File: config.mk
export PLATFORM = sky130hd
export DESIGN_NAME = byte_queue_dma
export DESIGN_NICKNAME = d
export VERILOG_FILES = /design/src/rtl/byte_queue_pkg.sv /design/src/rtl/byte_queue_store.sv /design/src/rtl/byte_queue_level.sv /design/src/rtl/byte_queue_req.sv /design/src/rtl/byte_queue_dma.sv
export SDC_FILE = /design/constraint.sdc
export NUM_CORES = 1
export LEC_CHECK = 0
export BUFFER_PORTS_ARGS = -buffer_cell sky130_fd_sc_hd__buf_2
export CORE_MARGIN = 2
export CORE_UTILIZATION = 50
export CTS_BUF_LIST = sky130_fd_sc_hd__clkbuf_16
export CTS_CLUSTER_DIAMETER = 30
export DETAILED_ROUTE_END_ITERATION = 10
export PLACE_DENSITY = 0.8
export SETUP_SLACK_MARGIN = 0.1
export SYNTH_ARGS = -nofsm -noshare
export SYNTH_HDL_FRONTEND = slang
export SYNTH_SLANG_ARGS = --single-unit
File: constraint.sdc
create_clock -name clk -period 2.7 [get_ports clk]
set_input_delay 0.54 -clock clk [delete_from_list [all_inputs] [get_ports clk]]
set_output_delay 0.54 -clock clk [all_outputs]
set_load 0.01 [all_outputs]
File: src/rtl/byte_queue_pkg.sv
package byte_queue_pkg;

  // Threshold in entries for a given selector; single-entry mode overrides it.
  function automatic int unsigned trig_thresh(input logic [2:0] sel,
                                              input int unsigned depth,
                                              input logic single,
                                              input logic is_tx);
    if (single) return is_tx ? 0 : 1;
    case (sel)
      3'd0:    return depth / 8;
      3'd1:    return depth / 4;
      3'd3:    return (depth * 3) / 4;
      3'd4:    return (depth * 7) / 8;
      default: return depth / 2;
    endcase
  endfunction

  // Receive side fires at or above the mark, transmit side at or below it.
  function automatic logic trig_hit(input logic is_tx,
                                    input int unsigned fill,
                                    input int unsigned mark);
    return is_tx ? (fill <= mark) : (fill >= mark);
  endfunction

endpackage

File: src/rtl/byte_queue_store.sv
module byte_queue_store #(
  parameter int W     = 8,
  parameter int DEPTH = 16,
  localparam int AW   = $clog2(DEPTH)
) (
  input  logic         clk,
  input  logic         rst_n,
  input  logic         flush,
  input  logic         push,
  input  logic         pop,
  input  logic [W-1:0] wr_data,
  output logic [W-1:0] rd_data
);
  logic [W-1:0]  mem [DEPTH];
  logic [AW-1:0] wptr, rptr;

  always_ff @(posedge clk) begin
    if (push) mem[wptr] <= wr_data;
  end

  always_ff @(posedge clk or negedge rst_n) begin
    if (!rst_n) begin
      wptr <= '0;
      rptr <= '0;
    end else if (flush) begin
      wptr <= '0;
      rptr <= '0;
    end else begin
      if (push) wptr <= wptr + AW'(1);
      if (pop)  rptr <= rptr + AW'(1);
    end
  end

  assign rd_data = mem[rptr];

  // a flush returns both pointers to the origin
  p_ptr_flush_r12: assert property (@(posedge clk) disable iff (!rst_n)
    flush |=> (wptr == '0 && rptr == '0));
endmodule

File: src/rtl/byte_queue_level.sv
module byte_queue_level #(
  parameter int DEPTH = 16,
  localparam int CW   = $clog2(DEPTH + 1)
) (
  input  logic          clk,
  input  logic          rst_n,
  input  logic          flush,
  input  logic          one_entry,
  input  logic          wr_en,
  input  logic          rd_en,
  output logic          push,
  output logic          pop,
  output logic [CW-1:0] level,
  output logic          full,
  output logic          empty,
  output logic          overflow,
  output logic          underflow
);
  logic wr_drop, rd_drop;

  assign empty   = (level == '0);
  assign full    = one_entry ? !empty : (level == CW'(DEPTH));
  assign push    = wr_en && !full  && !flush;
  assign pop     = rd_en && !empty && !flush;
  assign wr_drop = wr_en && full  && !flush;
  assign rd_drop = rd_en && empty && !flush;

  always_ff @(posedge clk or negedge rst_n) begin
    if (!rst_n) begin
      level     <= '0;
      overflow  <= 1'b0;
      underflow <= 1'b0;
    end else begin
      overflow  <= wr_drop;
      underflow <= rd_drop;
      if (flush)                level <= '0;
      else if (push && !pop)    level <= level + CW'(1);
      else if (pop && !push)    level <= level - CW'(1);
    end
  end

  p_no_overflow_r3: assert property (@(posedge clk) disable iff (!rst_n)
    (full && wr_en && !rd_en && !flush) |=> (overflow && level == $past(level)));
  p_flag_once_r3: assert property (@(posedge clk) disable iff (!rst_n)
    (overflow && !$past(wr_en)) |-> 1'b0);
  p_no_underflow_r4: assert property (@(posedge clk) disable iff (!rst_n)
    (empty && rd_en && !wr_en && !flush) |=> (underflow && level == '0));
  p_bound_r2: assert property (@(posedge clk) disable iff (!rst_n)
    level <= CW'(DEPTH));
  p_single_r5: assert property (@(posedge clk) disable iff (!rst_n)
    (one_entry && !empty && !rd_en) |=> (level <= $past(level)));
  p_flush_r12: assert property (@(posedge clk) disable iff (!rst_n)
    flush |=> (level == '0));
endmodule

File: src/rtl/byte_queue_req.sv
module byte_queue_req
  import byte_queue_pkg::*;
#(
  parameter int DEPTH = 16,
  parameter bit IS_TX = 1'b0,
  localparam int CW   = $clog2(DEPTH + 1)
) (
  input  logic          clk,
  input  logic          rst_n,
  input  logic          one_entry,
  input  logic [2:0]    trig_sel,
  input  logic [CW-1:0] level,
  input  logic          full,
  input  logic          empty,
  output logic          trig_req,
  output logic          dma_single
);
  logic [CW-1:0] mark;

  assign mark = CW'(trig_thresh(trig_sel, DEPTH, one_entry, IS_TX));
  assign trig_req = trig_hit(IS_TX, int'(level), int'(mark));

  generate
    if (IS_TX) begin : g_tx
      assign dma_single = !full;
      // transmit asks for data whenever room exists
      p_tx_single_r11: assert property (@(posedge clk) disable iff (!rst_n)
        (level == '0) |-> dma_single);
      // an empty transmit holding register always triggers
      p_tx_one_r9: assert property (@(posedge clk) disable iff (!rst_n)
        (one_entry && empty) |-> trig_req);
    end else begin : g_rx
      assign dma_single = !empty;
      // receive asks for service whenever data is held
      p_rx_single_r10: assert property (@(posedge clk) disable iff (!rst_n)
        full |-> dma_single);
      // a loaded receive holding register always triggers
      p_rx_one_r9: assert property (@(posedge clk) disable iff (!rst_n)
        (one_entry && full) |-> trig_req);
    end
  endgenerate
endmodule

File: src/rtl/byte_queue_dma.sv
module byte_queue_dma #(
  parameter int W     = 8,
  parameter int DEPTH = 16,
  parameter bit IS_TX = 1'b0,
  localparam int CW   = $clog2(DEPTH + 1)
) (
  input  logic          clk,
  input  logic          rst_n,
  input  logic          flush,
  input  logic          one_entry,
  input  logic [2:0]    trig_sel,
  input  logic          wr_en,
  input  logic [W-1:0]  wr_data,
  input  logic          rd_en,
  output logic [W-1:0]  rd_data,
  output logic [CW-1:0] level,
  output logic          full,
  output logic          empty,
  output logic          overflow,
  output logic          underflow,
  output logic          trig_req,
  output logic          dma_single
);
  logic push, pop;

  byte_queue_level #(.DEPTH(DEPTH)) u_level (
    .clk(clk), .rst_n(rst_n), .flush(flush), .one_entry(one_entry),
    .wr_en(wr_en), .rd_en(rd_en), .push(push), .pop(pop),
    .level(level), .full(full), .empty(empty),
    .overflow(overflow), .underflow(underflow)
  );

  byte_queue_store #(.W(W), .DEPTH(DEPTH)) u_store (
    .clk(clk), .rst_n(rst_n), .flush(flush), .push(push), .pop(pop),
    .wr_data(wr_data), .rd_data(rd_data)
  );

  byte_queue_req #(.DEPTH(DEPTH), .IS_TX(IS_TX)) u_req (
    .clk(clk), .rst_n(rst_n), .one_entry(one_entry), .trig_sel(trig_sel),
    .level(level), .full(full), .empty(empty),
    .trig_req(trig_req), .dma_single(dma_single)
  );

  // an accepted write into an empty queue is visible at the read port next cycle
  p_order_r1: assert property (@(posedge clk) disable iff (!rst_n)
    (empty && push) |=> (rd_data == $past(wr_data)));
endmodule

==> metrics.txt, run 1 <==
outcome=completed; Yosys warning total=0; synth-to-layout area growth=27.2%; number of violations of the max-capacitance limit=0; final HPWL from detailed placement=8260 um; root cell of the clock tree=clkbuf_16; Routability Congestion=0.841; arrival time at the worst endpoint=2160 ps; DIE WIDTH=115 um; area used by sequential logic in the layout=4230 um2; most used standard cell by instance count after synthesis=edfxtp_1; crit-path max FO=8; register area share after synthesis=0.685; die area=13200 um2; DRC viols=0; Max Clk Rate=0.371 GHz; number of clock sinks seen by CTS=143; average footprint of a synthesized cell=16.3 um2; met1 layer usage reported by global route=0.277; PwrDens=917 nW/um2; antenna-violating nets left=0; number of global-route vias before repair=3862; area fraction of the dominant cell type after synthesis=0.624; footprint of the multi-input gates=2160 um2; total of fill cells in the finished design=748; number of top-level design ports=36; number of core rows=40; Final #Nets=484; CP startpoint kind=flop; worst max-slew margin expressed relative to the limit=0.616; antenna diode count=0; Avg Vias per Cell=6.16; Core Box Area=12000 um2; register bit total from synthesis=143; met3 capacity usage during global routing=0.0422; Tot GR Track Use=0.224; count of flip-flops with a built-in enable after synthesis=128; syn_nets=409; total leakage power=2.79 nW; worst slack at placement=129 ps; wire length of the first global-routing pass=21600 um; Synth cell types=45; met2 GRT Util=0.379; Combinational Power Share=0.310; share of post-route cells with drive strength above 1=0.388; layer with the highest usage=met2; ys flop type=edfxtp_1; fin worst setup slack=3.69 ps; Worst Skew=7.39 ps; clock-pin slew on the worst setup and hold paths=60 ps; RSZ-0062 raised after global routing=true; slew at the pin closest to its max-slew limit=576 ps; ranking of synthesized cells by instance count=edfxtp_1, mux2i_1, nor2_1; P_int=5.00 mW; starting density of the core=0.513; capturing element type of the critical path=primary output; input/output buffers=35; sequential cell fraction of total power=0.360; count of endpoints failing hold in the final timing report=0; number of detailed-routing iterations run before antenna repair=7; final critical-path share of the clock period=0.999; via count=3776; worst skew pair latency=420 ps; iteration-0 DRC count of the detailed router=407; total number of H-tree levels=4; overall routed net length=14500 um; clock buffer count from CTS=17; part of the power in the clock network=0.330; worst min-delay path category=input pin to asynchronous set/reset pin; post-synth design cell area=6160 um2; Post-Layout Cell Count=613; maximum count of clock buffers along a single path=2; post-placement cell count=570; die height=115 um; leftover overflow at the end of global routing=0; number of setup violations in the final report=0; Synth Instances=378; WL/cell=23.7 um; critical path start-end classification=flop to primary output; library cell occupying the most area in the post-synthesis netlist=edfxtp_1; Peak VDD IR=0.471 mV; Sw Pwr=2.18 mW; Hold Worst Slack=20.6 ps; share of flip-flops with an asynchronous set or reset after synthesis=0.105; CTS tree=done; Min Clock Period, post-route=2700 ps; cells taking the most area after synthesis=edfxtp_1, dfrtp_1, mux4_2; fraction of power spent switching nets=0.304; largest net degree at the start of global routing=20; Worst Path Required=2160 ps; final max-slew violation count=0; initial antenna violation count=0
## power groups by stage
stage	sequential, mW	clock, mW	combinational (mW)
final	2.58	2.37	2.23
after global routing	2.59	2.47	2.38
after CTS	2.57	2.37	2.03
after detailed placement	2.63	0	1.74
after global placement	2.62	0	1.68
after floorplan	2.65	0	1.18
## cell families (layout without fill, tap and decap cells)
group                      after synthesis  in the layout  synth area share
buffers and inverters                   28            116            0.0185
xor gates and xnor gates                 5              5           0.00711
AOI/OAI and AO/OA                       62             62            0.0791
and+or+nand+nor                         73             73            0.0591
DFF                                    143            143             0.685
adders and majority gates               14             14            0.0297
muxes                                   53             53             0.121
## cell usage in the layout, fill, tap and decap left out, types with 5 or more instances in the layout
cell,n
a21o_1,5
a21oi_1,5
a221oi_2,7
a221oi_4,9
a22oi_2,8
buf_2,34
buf_4,31
clkbuf_16,19
dfrtp_1,11
edfxtp_1,128
ha_1,12
inv_1,7
mux2i_1,27
mux2i_2,6
mux4_2,16
nand2_1,18
nand2b_1,5
nor2_1,23
nor3_1,5
o21ai_0,7
o21ai_1,5
## worst max-delay path, stage by stage, from the launching register on
cell and delay [ps]:
dfrtp_2 410, buf_12 160, buf_16 150, mux2i_4 200, a221oi_4 410, a22oi_2 150, nand2_1 110, buf_2 140
## sequential cells by signal (all words and copies together) (netlist names)
signal and flops:
u_level.underflow 1, u_level.overflow 1, u_store.wptr 4, u_store.mem 128, u_level.level 5, u_store.rptr 4
## per-stage QoR
step	instance area, um2	setup TNS, ps	power, mW	utilization
finish	7830	0	7.18	0.652
global route	7830	-34.7	7.43	0.652
CTS	7660	0	6.98	0.638
detailed placement	6700	0	4.36	0.558
global placement	6700	0	4.30	0.558
floorplan	6170	0	3.83	-
## layer usage
layer  vias to the layer above  part of all wire
met3                        33             0.054
met1                      1922              0.39
li1                       1644                 -
met5                         -                 0
met4                         0             0.037
met2                       177              0.51
## timing repair
| item | in CTS | in global routing |
|---|---|---|
| resized for setup | 45 | 25 |
| gates cloned | 2 | 2 |
| endpoints found under the setup margin | 10 | 11 |
| setup buffers | 4 | 3 |
| pin swaps | 17 | 21 |
| hold buffers | 0 | 0 |
## path summary, 6_finish.rpt
path | from | to | slack, ps | depth (start not counted)
max reg2reg | u_level.level[0] | u_store.mem[2][0] | 220 | 7
max | u_store.rptr[0] | rd_data[1] | 4 | 7
min | rst_n | u_level.level[0] | 20 | 1
max in group asynchronous | rst_n | u_store.rptr[3] | 2380 | 1
min reg2reg | u_store.wptr[1] | u_store.wptr[1] | 630 | 2
min in group clk | flush | u_level.overflow | 450 | 3
## final cells by class
cell class / count / share of cell area
Sequential cell: 143 / 0.540
Multi-Input combinational cell: 207 / 0.276
Timing Repair Buffer: 76 / 0.0804
Clock buffer: 17 / 0.0543
Tap cell: 147 / 0.0235
Clock inverter: 15 / 0.0224
Inverter: 8 / 0.00431
No activity file was read; power rests on OpenSTA's default activity.
==> inputs of run 2 (changes only) <==
--- a/config.mk
+++ b/config.mk
@@ -11,7 +11,9 @@
 export CTS_BUF_LIST = sky130_fd_sc_hd__clkbuf_16
 export CTS_CLUSTER_DIAMETER = 30
 export DETAILED_ROUTE_END_ITERATION = 10
+export HOLD_SLACK_MARGIN = 0.08
 export PLACE_DENSITY = 0.8
+export RECOVER_POWER = 100
 export SETUP_SLACK_MARGIN = 0.1
 export SYNTH_ARGS = -nofsm -noshare
 export SYNTH_HDL_FRONTEND = slang
==> run 2 against run 1 <==
  * The flow now finishes with violations (setup timing)
  * Register-to-register slack got worse by 130 ps
  * Highest routed layer unchanged
  * Worst hold slack gained 430 ps
  * Maximum frequency fell by 0.23%
  * Flip-flop and latch count is the same
  * Wire length is essentially flat
==> metrics.txt, run 2 (same netlist as run 1, synthesis figures left out) <==
slew at the pin closest to its max-slew limit=824 ps; top library cells by usage in the layout, fill and taps aside=edfxtp_1, mux2i_1, nor2_1; via count=3800; total number of H-tree levels=4; PwrDens=919 nW/um2; initial antenna violation count=0; fin worst setup slack=-2.43 ps; share of post-route cells with drive strength above 1=0.330; number of setup violations in the final report=1; area used by sequential logic in the layout=4230 um2; RSZ-0062 raised after global routing=true; final max-slew violation count=0; number of core rows=40; Worst Skew=6.42 ps; internal reg-to-reg setup slack=90 ps; CP startpoint kind=flop; iteration-0 DRC count of the detailed router=430; number of violations of the max-capacitance limit=0; WL/cell=23.7 um; die height=115 um; most frequent standard cell in the layout excluding fill and tap cells=edfxtp_1; number of clock sinks seen by CTS=143; DIE WIDTH=115 um; post-layout utilization of the core=0.643; largest net degree at the start of global routing=20; maximum count of clock buffers along a single path=2; antenna diode count=0; Core Box Area=12000 um2; footprint of the multi-input gates=2120 um2; worst max-slew margin expressed relative to the limit=0.451; worst min-delay path category=input pin to flop; Routability Congestion=0.841; overall routed net length=14500 um; Worst Path Required=2160 ps; input/output buffers=35; starting density of the core=0.513; Min Clock Period, post-route=2700 ps; Final #Nets=485; number of detailed-routing iterations run before antenna repair=5; clock buffer count from CTS=17; wire length of the first global-routing pass=21700 um; count of endpoints failing hold in the final timing report=0; total of fill cells in the finished design=784; worst skew pair latency=420 ps; largest registers=u_store.mem (128), u_level.level (5); number of global-route vias before repair=3876; critical path start-end classification=flop to primary output; number of cells traversed by the worst register-to-register path=7; die area=13200 um2; clock-pin slew on the worst setup and hold paths=60 ps; flip-flop count of the largest register, all copies and words added=128; arrival time at the worst endpoint=2160 ps; final critical-path share of the clock period=1.00; Max Clk Rate=0.370 GHz; Peak VDD IR=0.472 mV; Tot GR Track Use=0.225; violated checks=setup timing; number of top-level design ports=36; register name with the most flops=u_store.mem; outcome=complete, but fails checks; total leakage power=2.70 nW; root cell of the clock tree=clkbuf_16; capturing element type of the critical path=primary output; CTS tree=done; leftover overflow at the end of global routing=0; worst slack at placement=129 ps; crit-path max FO=8; final HPWL from detailed placement=8260 um; antenna-violating nets left=0; worst hold path stage count=3; Avg Vias per Cell=6.19; DRC viols=0; synth-to-layout area growth=25.5%
## run 2: cell count changes in the layout (fill, tap and decap cells not counted), sizes merged
cell         delta
buf            -35
dlygate4sd3     +1
clkbuf         +35
## run 2: repair_timing
action,4_1_cts,5_1_grt
gates cloned,2,2
gates resized for setup,45,25
setup buffers,4,3
hold buffers,1,0
pin swaps,17,21
setup endpoints to repair,10,11
hold endpoints to repair,15,0
## run 2: critical path, cell delays in order (launching register included)
cell and delay (ps):
dfrtp_2 410, buf_12 160, buf_16 150, mux2i_4 200
a221oi_4 410, a22oi_2 150, nand2_1 120, buf_2 140
## run 2: area by class of cell
type                       instances  share of cell area
sequential                       143               0.547
multi-input combinational        207               0.275
timing repair buffer              77              0.0724
clock buffer                      17              0.0551
tap                              147              0.0238
clock inverter                    15              0.0227
inverter                           8             0.00437
## run 2: path summary, 6_finish.rpt
check,to,from
max,rd_data[1],u_store.rptr[0]
min,u_level.overflow,flush
max reg2reg,u_store.mem[2][0],u_level.level[0]
min reg2reg,u_store.wptr[1],u_store.wptr[1]
max in group asynchronous,u_store.rptr[3],rst_n
min in group asynchronous,u_level.level[2],rst_n
## run 2: per-layer routing
layer	global-route usage	share of wire	vias up	wire length [um]
met5	0	0	-	0
met4	0.115	0.039	0	571
met3	0.0422	0.050	45	722
met2	0.381	0.51	180	7460
met1	0.277	0.40	1928	5790
li1	-	-	1647	-
## run 2: metrics by stage
step	hold WS, ps	std cells	total power [mW]	setup TNS (ps)	area (um2)
floorplan	244	378	3.83	0	6170
global placement	470	570	4.30	0	6700
detailed placement	463	570	4.36	0	6700
CTS	448	609	6.98	0	7670
global route	460	614	7.34	-104	7720
finish	447	614	7.10	-2.43	7720
## run 2: where the power goes
part           leakage, nW  total [mW]  internal, mW  switching (mW)
sequential            1.35        2.58          2.50          0.0749
clock                0.302        2.38          1.40           0.984
combinational         1.05        2.14          1.03            1.11
total                 2.70        7.10          4.93            2.17
==> inputs of run 3 (changes only) <==
--- a/config.mk
+++ b/config.mk
@@ -8,7 +8,6 @@
 export BUFFER_PORTS_ARGS = -buffer_cell sky130_fd_sc_hd__buf_2
 export CORE_MARGIN = 2
 export CORE_UTILIZATION = 50
-export CTS_BUF_LIST = sky130_fd_sc_hd__clkbuf_16
 export CTS_CLUSTER_DIAMETER = 30
 export DETAILED_ROUTE_END_ITERATION = 10
 export HOLD_SLACK_MARGIN = 0.08
==> run 3 against run 2 <==
  * The run still ends with setup timing left
  * Total power about the same
  * Clock-buffer cell count rose by 1
  * Register-to-register slack about the same
  * Largest power group unchanged
  * Clock power hardly changed
  * Worst hold slack hardly changed
  * Critical path type unchanged
  * Combinational power about the same
  * Design area unchanged
==> metrics.txt, run 3 (same netlist as run 1, synthesis figures left out) <==
outcome=complete, but fails checks; violated checks=setup timing; worst skew pair latency=420 ps; overall routed net length=14500 um; share of post-route cells with drive strength above 1=0.330; flip-flop count of the largest register, all copies and words added=128; design area=7720 um2; synth-to-layout area growth=25.5%; number of core rows=40; footprint of the multi-input gates=2120 um2; arrival time at the worst endpoint=2160 ps; final max-slew violation count=0; slew at the pin closest to its max-slew limit=824 ps; input/output buffers=35; worst min-delay path category=input pin to flop; Tot GR Track Use=0.225; number of setup violations in the final report=1; number of detailed-routing iterations run before antenna repair=5; post-placement cell area=6700 um2; critical path start-end classification=flop to primary output; fin worst setup slack=-2.84 ps; leftover overflow at the end of global routing=0; Peak VDD IR=0.472 mV; clock-pin slew on the worst setup and hold paths=60 ps; final HPWL from detailed placement=8260 um; root cell of the clock tree=clkbuf_16; CTS tree=done; total number of H-tree levels=4; RSZ-0062 raised after global routing=true; Final #Nets=485; number of global-route vias before repair=3876; number of clock sinks seen by CTS=143; via count=3800; crit-path max FO=8; final critical-path share of the clock period=1.00; antenna-violating nets left=0; Min Clock Period, post-route=2700 ps; clock buffer count from CTS=17; Setup TNS Final=-2.84 ps; starting density of the core=0.513; wire length of the first global-routing pass=21700 um; antenna diode count=0; number of top-level design ports=36; Avg Vias per Cell=6.19; capturing element type of the critical path=primary output; initial antenna violation count=0; CP startpoint kind=flop; total design power=7.10 mW; die height=115 um; Routability Congestion=0.841; iteration-0 DRC count of the detailed router=428; count of endpoints failing hold in the final timing report=0; number of violations of the max-capacitance limit=0; Hold Worst Slack=447 ps; worst max-slew margin expressed relative to the limit=0.450; die area=13200 um2; register name with the most flops=u_store.mem; total leakage power=2.70 nW; total of fill cells in the finished design=784; largest net degree at the start of global routing=20; PwrDens=919 nW/um2; DIE WIDTH=115 um; post-placement cell count=570; top library cells by usage in the layout, fill and taps aside=edfxtp_1, mux2i_1, nor2_1; Core Box Area=12000 um2; Max Clk Rate=0.370 GHz; largest registers=u_store.mem (128), u_level.level (5); Worst Skew=6.44 ps; WL/cell=23.7 um; most frequent standard cell in the layout excluding fill and tap cells=edfxtp_1; Post-Layout Cell Count=614; DRC viols=0; Worst Path Required=2160 ps; area used by sequential logic in the layout=4230 um2; maximum count of clock buffers along a single path=2
-- run 3: changes by cell type in the layout (fill, tap and decap cells not counted), sizes merged --
cell    previous run  this run
inv               16        15
clkbuf            54        55
-- run 3: critical path, cell delays in order (launching register included) --
cell,delay (ps)
dfrtp_2,410
buf_12,160
buf_16,150
mux2i_4,200
a221oi_4,410
a22oi_2,150
nand2_1,120
buf_2,140
-- run 3: where the power goes --
| part | leakage (nW) | switching, mW | internal (mW) | total [mW] |
|---|---|---|---|---|
| clock | 0.298 | 0.985 | 1.40 | 2.38 |
| sequential | 1.35 | 0.0749 | 2.50 | 2.58 |
| combinational | 1.05 | 1.11 | 1.03 | 2.14 |
| total | 2.70 | 2.17 | 4.93 | 7.10 |
-- run 3: worst paths after layout --
| check | slack [ps] | end | depth (start not counted) | from |
|---|---|---|---|---|
| max in group asynchronous | 1340 | u_store.rptr[3] | 2 | rst_n |
| min | 450 | u_level.overflow | 3 | flush |
| min reg2reg | 630 | u_store.wptr[1] | 2 | u_store.wptr[1] |
| max | -3 | rd_data[1] | 7 | u_store.rptr[0] |
| max reg2reg | 90 | u_store.mem[2][0] | 7 | u_level.level[0] |
| min in group asynchronous | 750 | u_level.level[2] | 2 | rst_n |
-- run 3: metal layers --
layer,vias to the layer above,routed length (um),global-route usage
met2,178,7470,0.381
met4,0,571,0.115
met5,-,0,0
met3,45,717,0.0422
met1,1930,5790,0.277
li1,1647,-,-
-- run 3: what timing repair did --
| action | 4_1_cts | 5_1_grt |
|---|---|---|
| hold buffers | 1 | 0 |
| pin swaps | 17 | 21 |
| setup endpoints to repair | 10 | 11 |
| buffers inserted | 4 | 3 |
| endpoints found under the hold margin | 15 | 0 |
| gates resized for setup | 45 | 25 |
| cloned | 2 | 2 |
-- run 3: metrics by stage --
| step | utilization | setup slack [ps] |
|---|---|---|
| after global placement | 0.558 | 151 |
| after floorplan | - | 135 |
| after CTS | 0.638 | 86.6 |
| after detailed placement | 0.558 | 129 |
| final | 0.643 | -2.84 |
| after global routing | 0.643 | -34.7 |
-- run 3: area by class of cell --
| type | count | area share |
|---|---|---|
| sequential | 143 | 0.547 |
| multi-input combinational | 207 | 0.275 |
| timing repair buffer | 77 | 0.0724 |
| clock buffer | 18 | 0.0556 |
| tap | 147 | 0.0238 |
| clock inverter | 14 | 0.0222 |
| inverter | 8 | 0.00437 |
